$ cat src/rtl/mbr_pkg.sv
package mbr_pkg;

  // Strobes from control to datapath
  typedef struct packed {
    logic loadEn;  // capture the selected input this cycle
    logic selMem;  // 1: input from memory bus, 0: from source bus
    logic memOe;   // drive memory data bus
    logic dstOe;   // drive destination bus
  } mbrStrobes_t;

endpackage

$ cat src/rtl/mbr_ctrl.sv
module mbr_ctrl
  import mbr_pkg::*;
#(
  parameter int SYNC_STAGES = 2
) (
  input  logic        clk,
  input  logic        rst,
  input  logic        strobe,
  input  logic        csN,
  input  logic        weN,
  input  logic        rdEn,
  output mbrStrobes_t strb
);

  logic syncOut;
  logic syncPrev;
  logic fallSeen;

  generate
    if (SYNC_STAGES == 0) begin : g_noSync
      assign syncOut = strobe;
    end else begin : g_sync
      logic [SYNC_STAGES-1:0] syncQ;
      always_ff @(posedge clk) begin
        if (rst) begin
          syncQ <= '0;
        end else begin
          syncQ[0] <= strobe;
          for (int i = 1; i < SYNC_STAGES; i++) begin
            syncQ[i] <= syncQ[i-1];
          end
        end
      end
      assign syncOut = syncQ[SYNC_STAGES-1];
    end
  endgenerate

  // Cleared to 0 so a low strobe at reset release is not a fall
  always_ff @(posedge clk) begin
    if (rst) syncPrev <= 1'b0;
    else     syncPrev <= syncOut;
  end

  assign fallSeen = syncPrev & ~syncOut;

  always_comb begin
    strb.loadEn = fallSeen & ~csN;
    strb.selMem = weN;
    strb.memOe  = ~csN & ~weN;
    strb.dstOe  = rdEn & weN;
  end

  // a detected fall always follows a high sample one cycle earlier
  fall_after_high_chk: assert property (@(posedge clk) disable iff (rst)
    fallSeen |-> $past(syncOut));

endmodule

$ cat src/rtl/mbr_datapath.sv
module mbr_datapath
  import mbr_pkg::*;
#(
  parameter int WIDTH = 32
) (
  input  logic             clk,
  input  logic             rst,
  input  mbrStrobes_t      strb,
  input  logic [WIDTH-1:0] srcBus,
  input  logic [WIDTH-1:0] memDataIn,
  output logic [WIDTH-1:0] memDataOut,
  output logic             memDataOe,
  output logic [WIDTH-1:0] dstBus,
  output logic             dstOe
);

  logic [WIDTH-1:0] regQ;
  logic [WIDTH-1:0] nextD;

  assign nextD = strb.selMem ? memDataIn : srcBus;

  always_ff @(posedge clk) begin
    if (rst)              regQ <= '0;
    else if (strb.loadEn) regQ <= nextD;
  end

  assign memDataOut = regQ;
  assign dstBus     = regQ;
  assign memDataOe  = strb.memOe;
  assign dstOe      = strb.dstOe;


  no_contention_chk: assert property (@(posedge clk) disable iff (rst)
    $onehot0({memDataOe, dstOe}));


  hold_value_chk: assert property (@(posedge clk) disable iff (rst)
    !strb.loadEn |=> $stable(regQ));

endmodule

$ cat src/rtl/mbr_buffer.sv
module mbr_buffer
  import mbr_pkg::*;
#(
  parameter int WIDTH       = 32,
  parameter int SYNC_STAGES = 2
) (
  input  logic             clk,
  input  logic             rst,
  input  logic             strobe,
  input  logic             csN,
  input  logic             weN,
  input  logic             rdEn,
  input  logic [WIDTH-1:0] srcBus,
  input  logic [WIDTH-1:0] memDataIn,
  output logic [WIDTH-1:0] memDataOut,
  output logic             memDataOe,
  output logic [WIDTH-1:0] dstBus,
  output logic             dstOe
);

  mbrStrobes_t strb;

  mbr_ctrl #(.SYNC_STAGES(SYNC_STAGES)) i_ctrl (
    .clk(clk), .rst(rst), .strobe(strobe), .csN(csN),
    .weN(weN), .rdEn(rdEn), .strb(strb)
  );

  mbr_datapath #(.WIDTH(WIDTH)) i_dp (
    .clk(clk), .rst(rst), .strb(strb), .srcBus(srcBus),
    .memDataIn(memDataIn), .memDataOut(memDataOut), .memDataOe(memDataOe),
    .dstBus(dstBus), .dstOe(dstOe)
  );


  write_load_chk: assert property (@(posedge clk) disable iff (rst)
    (strb.loadEn && !weN) |=> (memDataOut == $past(srcBus)));


  read_load_chk: assert property (@(posedge clk) disable iff (rst)
    (strb.loadEn && weN) |=> (dstBus == $past(memDataIn)));


  deselect_hold_chk: assert property (@(posedge clk) disable iff (rst)
    csN |=> $stable(dstBus));


  same_word_chk: assert property (@(posedge clk) disable iff (rst)
    dstBus == memDataOut);

endmodule

$ cat config.mk
export PLATFORM = sky130hd
export DESIGN_NAME = mbr_buffer
export DESIGN_NICKNAME = d
export VERILOG_FILES = /design/src/rtl/mbr_pkg.sv /design/src/rtl/mbr_ctrl.sv /design/src/rtl/mbr_datapath.sv /design/src/rtl/mbr_buffer.sv
export SDC_FILE = /design/constraint.sdc
export NUM_CORES = 1
export LEC_CHECK = 0
export ABC_AREA = 1
export BUFFER_PORTS_ARGS = -buffer_cell sky130_fd_sc_hd__clkbuf_2
export CORE_MARGIN = 5
export CORE_UTILIZATION = 46
export DETAILED_ROUTE_END_ITERATION = 8
export PLACE_DENSITY = 0.93
export SLEW_MARGIN = 15
export SYNTH_ARGS = -nofsm -noshare
export SYNTH_HDL_FRONTEND = slang
export SYNTH_SLANG_ARGS = --single-unit
$ cat constraint.sdc
create_clock -name clk -period 1.8 [get_ports clk]
set_input_delay 0 -clock clk [delete_from_list [all_inputs] [get_ports clk]]
set_output_delay 0 -clock clk [all_outputs]
set_load 0.01 [all_outputs]
# Word level (Yosys, flattened, before mapping)
# Index checks and enable logic that the tools add are counted.
[classes]
mux = 1
bitwise = 7
[op_table]
columns = ["operator", "n"]
rows = [
  ["two-way mux 32 bit", 1],
  ["AND 1 bit", 4],
  ["inverter 1 bit", 3],
]
[totals]
ff_bits = 35
input_bits = 70
output_inout_bits = 66

# Logic depth before layout (Yosys ltp)
[logic_depth]
word_depth = 3
depth_mapped = 6
mapped_depth_nobuf = 5

# Hierarchy
# A second synthesis with hierarchy kept.
[unflattened]
hier_cells = 323
hier_area_um2 = 2035.7
[by_module_without_submodules]
columns = ["mod", "instances", "cells_per_inst", "area_per_inst_um2", "seq_area_each_um2"]
rows = [
  ["mbr_datapath", 1, 308, 1921.8, 640.6],
  ["mbr_ctrl", 1, 15, 113.9, 60.1],
]

# Worst setup path before layout
# No wires, ideal clock.
[synth_path]
path_kind = "reg2reg"
startpoint = "reg i_ctrl.g_sync.syncQ[1]"
endpoint = "reg i_dp.regQ[10] (netlist: i_dp.dstBus[10])"
setup_ps = 113
t_arrival_ps = 790
setup_slack_ps = 897
stages_incl_launch_ff = 6
n_path_buf = 1
cell_sequence = "dfxtp_1 -> inv_1 -> nand3_4 -> buf_2 -> nor2_1 -> nor2_1"
[synth_via]
elab_chain_cells = 3
[synth_lines]
columns = ["element", "line_no", "rtl"]
rows = [
  ["start, declared", "mbr_ctrl.sv:23", "logic [SYNC_STAGES-1:0] syncQ;"],
  ["start signal, assigned by index", "mbr_ctrl.sv:30", "syncQ[i] <= syncQ[i-1];"],
  ["inverter 1 bit", "mbr_ctrl.sv:44", "assign fallSeen = syncPrev & ~syncOut;"],
  ["AND 1 bit", "mbr_ctrl.sv:44", ""],
  ["AND 1 bit", "mbr_ctrl.sv:47", "strb.loadEn = fallSeen & ~csN;"],
  ["end signal, assigned", "mbr_datapath.sv:24", "else if (strb.loadEn) regQ <= nextD;"],
  ["end, declared", "mbr_datapath.sv:17", "logic [WIDTH-1:0] regQ;"],
]
# Every way passes these cells.
# A chain may end at the register's enable or synchronous reset.

# Worst setup path in the final report
[layout_path]
startpoint = "reg i_ctrl.g_sync.syncQ[1]"
endpoint = "reg i_dp.regQ[1] (netlist: i_dp.dstBus[1])"
# Same word-level chain as after synthesis.

==> flow_summary.yaml <==
layout:
  fin_util: 0.5749
  final_layout_size_suffix_gt1_frac: 0.3460
  final_common_cell: "clkbuf_2"
  final_nets: 519
  diodes: 0
  mostFrequentLayoutCells: "clkbuf_2, nand2_1, inv_1"
  area_growth_pct: 23.45
yosys:
  synthCells: 351
  ys_top_cells_by_area: "dfxtp_1, nand2_1, inv_1"
  ys_ff_latch: 35
  syn-cell-area_um2: 2156
  yosysTopAreaCell: "dfxtp_1"
  synth.top_cell.area_share: 0.3250
  synth_cell_types: 14
  syn-num-nets: 421
  synth_seq_area_share: 0.3250
  yosysWarnings: 0
  syn-mean-instance-area_um2: 6.142
power:
  ir_drop_uv: 340.5
  power_mw: 1.579
  p_sw_mw: 0.4024
  pwr-share-seq: 0.510
  switching_share: 0.2548
  combPwrFrac: 0.171
  power.leakage_nw: 1.723
  internal_power_mw: 1.177
  pwr-share-clk: 0.320
  power_density_nw_per_um2: 593.5
worst_setup_path:
  cp-end-kind: "flop"
  cp_data_required_time_ns: 1.96
  worst_path_max_delay_cell: "nand3_4"
  slowest_delay_ns: 0.50
  cp_max_fo: 64
  arrival_ns: 1.52
  worst_setup_path_start_kind: "flop"
  cp_common_cell: "nor2_1"
  path_class: "reg -> reg"
  critPathTopFamily: "simple AND/OR/NAND/NOR gates"
  path_cells: "inv_1 > nand3_4 > nor2_1 > nor2_1"
  crit_buf_inv: 1
cts:
  clkTransAtPathRegs_ns: 0.07
  htree_levels: 2
  cts_tree: "yes"
  cts_root_buffer: "clkbuf_8"
  post_cts_resized: 0
  cts_buffer_depth: 2
  cts_sinks: 35
  clock_latency_ns: 0.27
  cts_made_buffers: 5
sta:
  period_share: 0.7545
  worstMarginPinSlew_ns: 0.6352
  rsz0062_at_grt: "false"
  period_minus_slack_ns: 1.358
  hold_ws_ns: 0.03309
  fmax_ghz: 0.7363
  fin_tns_setup_ns: 0
  slew_headroom: 0.5765
  clock-skew-final_ns: 0.003148
  finalMaxSlewViolations: 0
  final-hold-violation-count: 0
  setup_violations: 0
floorplan:
  rows: 25
  die_h_um: 78.46
  coreArea_um2: 4629
  die_area_um2: 6156
  start_util: 0.4657
  dieWidth_um: 78.46
  ios: 136
global_route:
  grt_pass1_wl_um: 8197
  globalRouteMet2Util: 0.2885
  grt_max_degree: 67
  grt-busiest-layer: "met2"
  grt.met1_usage: 0.1821
  grt_usage: 0.1641
  grt_antenna_before_repair: 0
  first_global_vias: 2016
  grt-ovfl-total: 0
  grt_util_met3: 0.04931
detailed_routing:
  dr.pass1.iters: 4
  wire_per_inst_um: 9.996
  vias: 2161
  wl_um: 5018
  vias_per_cell: 4.305
  drc: 0
  drtAntennaViolNets: 0
  drtIter0Drc: 59
placement:
  io_buffers: 135
  gp_congestion: 0.7205
  dp_hpwl_um: 3926
hold_path:
  hold_path.class: "in -> reg"
job:
  max_cap_viol_count: 0
outcome:
  status: "complete, no violations"
==> power groups by stage <==
stage	sequential, mW	combinational (mW)	clock, mW
6_report	0.805	0.270	0.505
5_1_grt	0.807	0.309	0.557
4_1_cts	0.805	0.273	0.527
3_5_place_dp	0.823	0.269	0
3_3_place_gp	0.821	0.259	0
2_1_floorplan	0.827	0.166	0
==> cells in the mapped netlist, drive strengths merged <==
| library cell | number |
|---|---|
| o21ai | 32 |
| inv | 70 |
| nand3 | 1 |
| buf | 44 |
| nor2 | 68 |
| dfxtp | 35 |
| clkbuf | 4 |
| nand2 | 97 |
==> worst register-to-register path, stage by stage, from the launching register on <==
cell     delay [ns]
dfxtp_1        0.30
inv_1          0.10
nand3_4        0.50
nor2_1         0.29
nor2_1         0.07
==> repair_timing <==
item | 4_1_cts | 5_1_grt
hold buffers | 2 | 0
buffers inserted | 0 | 0
hold endpoints to repair | 3 | 0
==> path summary, 6_finish.rpt <==
check                    startpoint                     end  slack (ns)  depth (start not counted)
min reg2reg  i_ctrl.g_sync.syncQ[0]  i_ctrl.g_sync.syncQ[1]        0.41                          2
min                   memDataIn[19]         i_dp.dstBus[19]        0.03                          5
max reg2reg  i_ctrl.g_sync.syncQ[1]          i_dp.dstBus[1]        0.44                          4
max          i_ctrl.g_sync.syncQ[1]          i_dp.dstBus[1]        0.44                          4
==> layer usage <==
metal / wire length, um / share of wire
met2: 2534 / 0.50
met4: 93 / 0.019
met3: 366 / 0.073
met1: 2024 / 0.40
met5: 0 / 0
==> flip-flops by register name, summed over array words and instances, names as in the netlist <==
register / cells
i_dp.dstBus: 32
i_ctrl.g_sync.syncQ: 2
i_ctrl.syncPrev: 1
==> through the flow <==
stage               worst slack, ns  instances  instance area (um^2)
CTS                          0.4249        502                  2661
global route                 0.2597        502                  2661
detailed placement           0.4436        494                  2569
finish                       0.4419        502                  2661
global placement             0.5307        494                  2569
floorplan                    0.8973        351                  2156
==> kinds of logic (layout without fill, tap and decap cells) <==
kind of cell    Yosys count  in the layout  synth area share
buf+inv                 118            215            0.2879
flops                    35             35            0.3250
compound gates           32             32           0.08473
simple gates            166            166            0.3024
==> layout make-up <==
| type | count | area, um^2 |
|---|---|---|
| fill | 434 | 1968 |
| sequential | 35 | 700.7 |
| clock buffer | 6 | 72.57 |
| multi-input combinational | 198 | 834.6 |
| tap | 54 | 67.56 |
| timing repair buffer | 139 | 723.2 |
| inverter | 70 | 262.8 |
(Power assumes the default switching activity.)
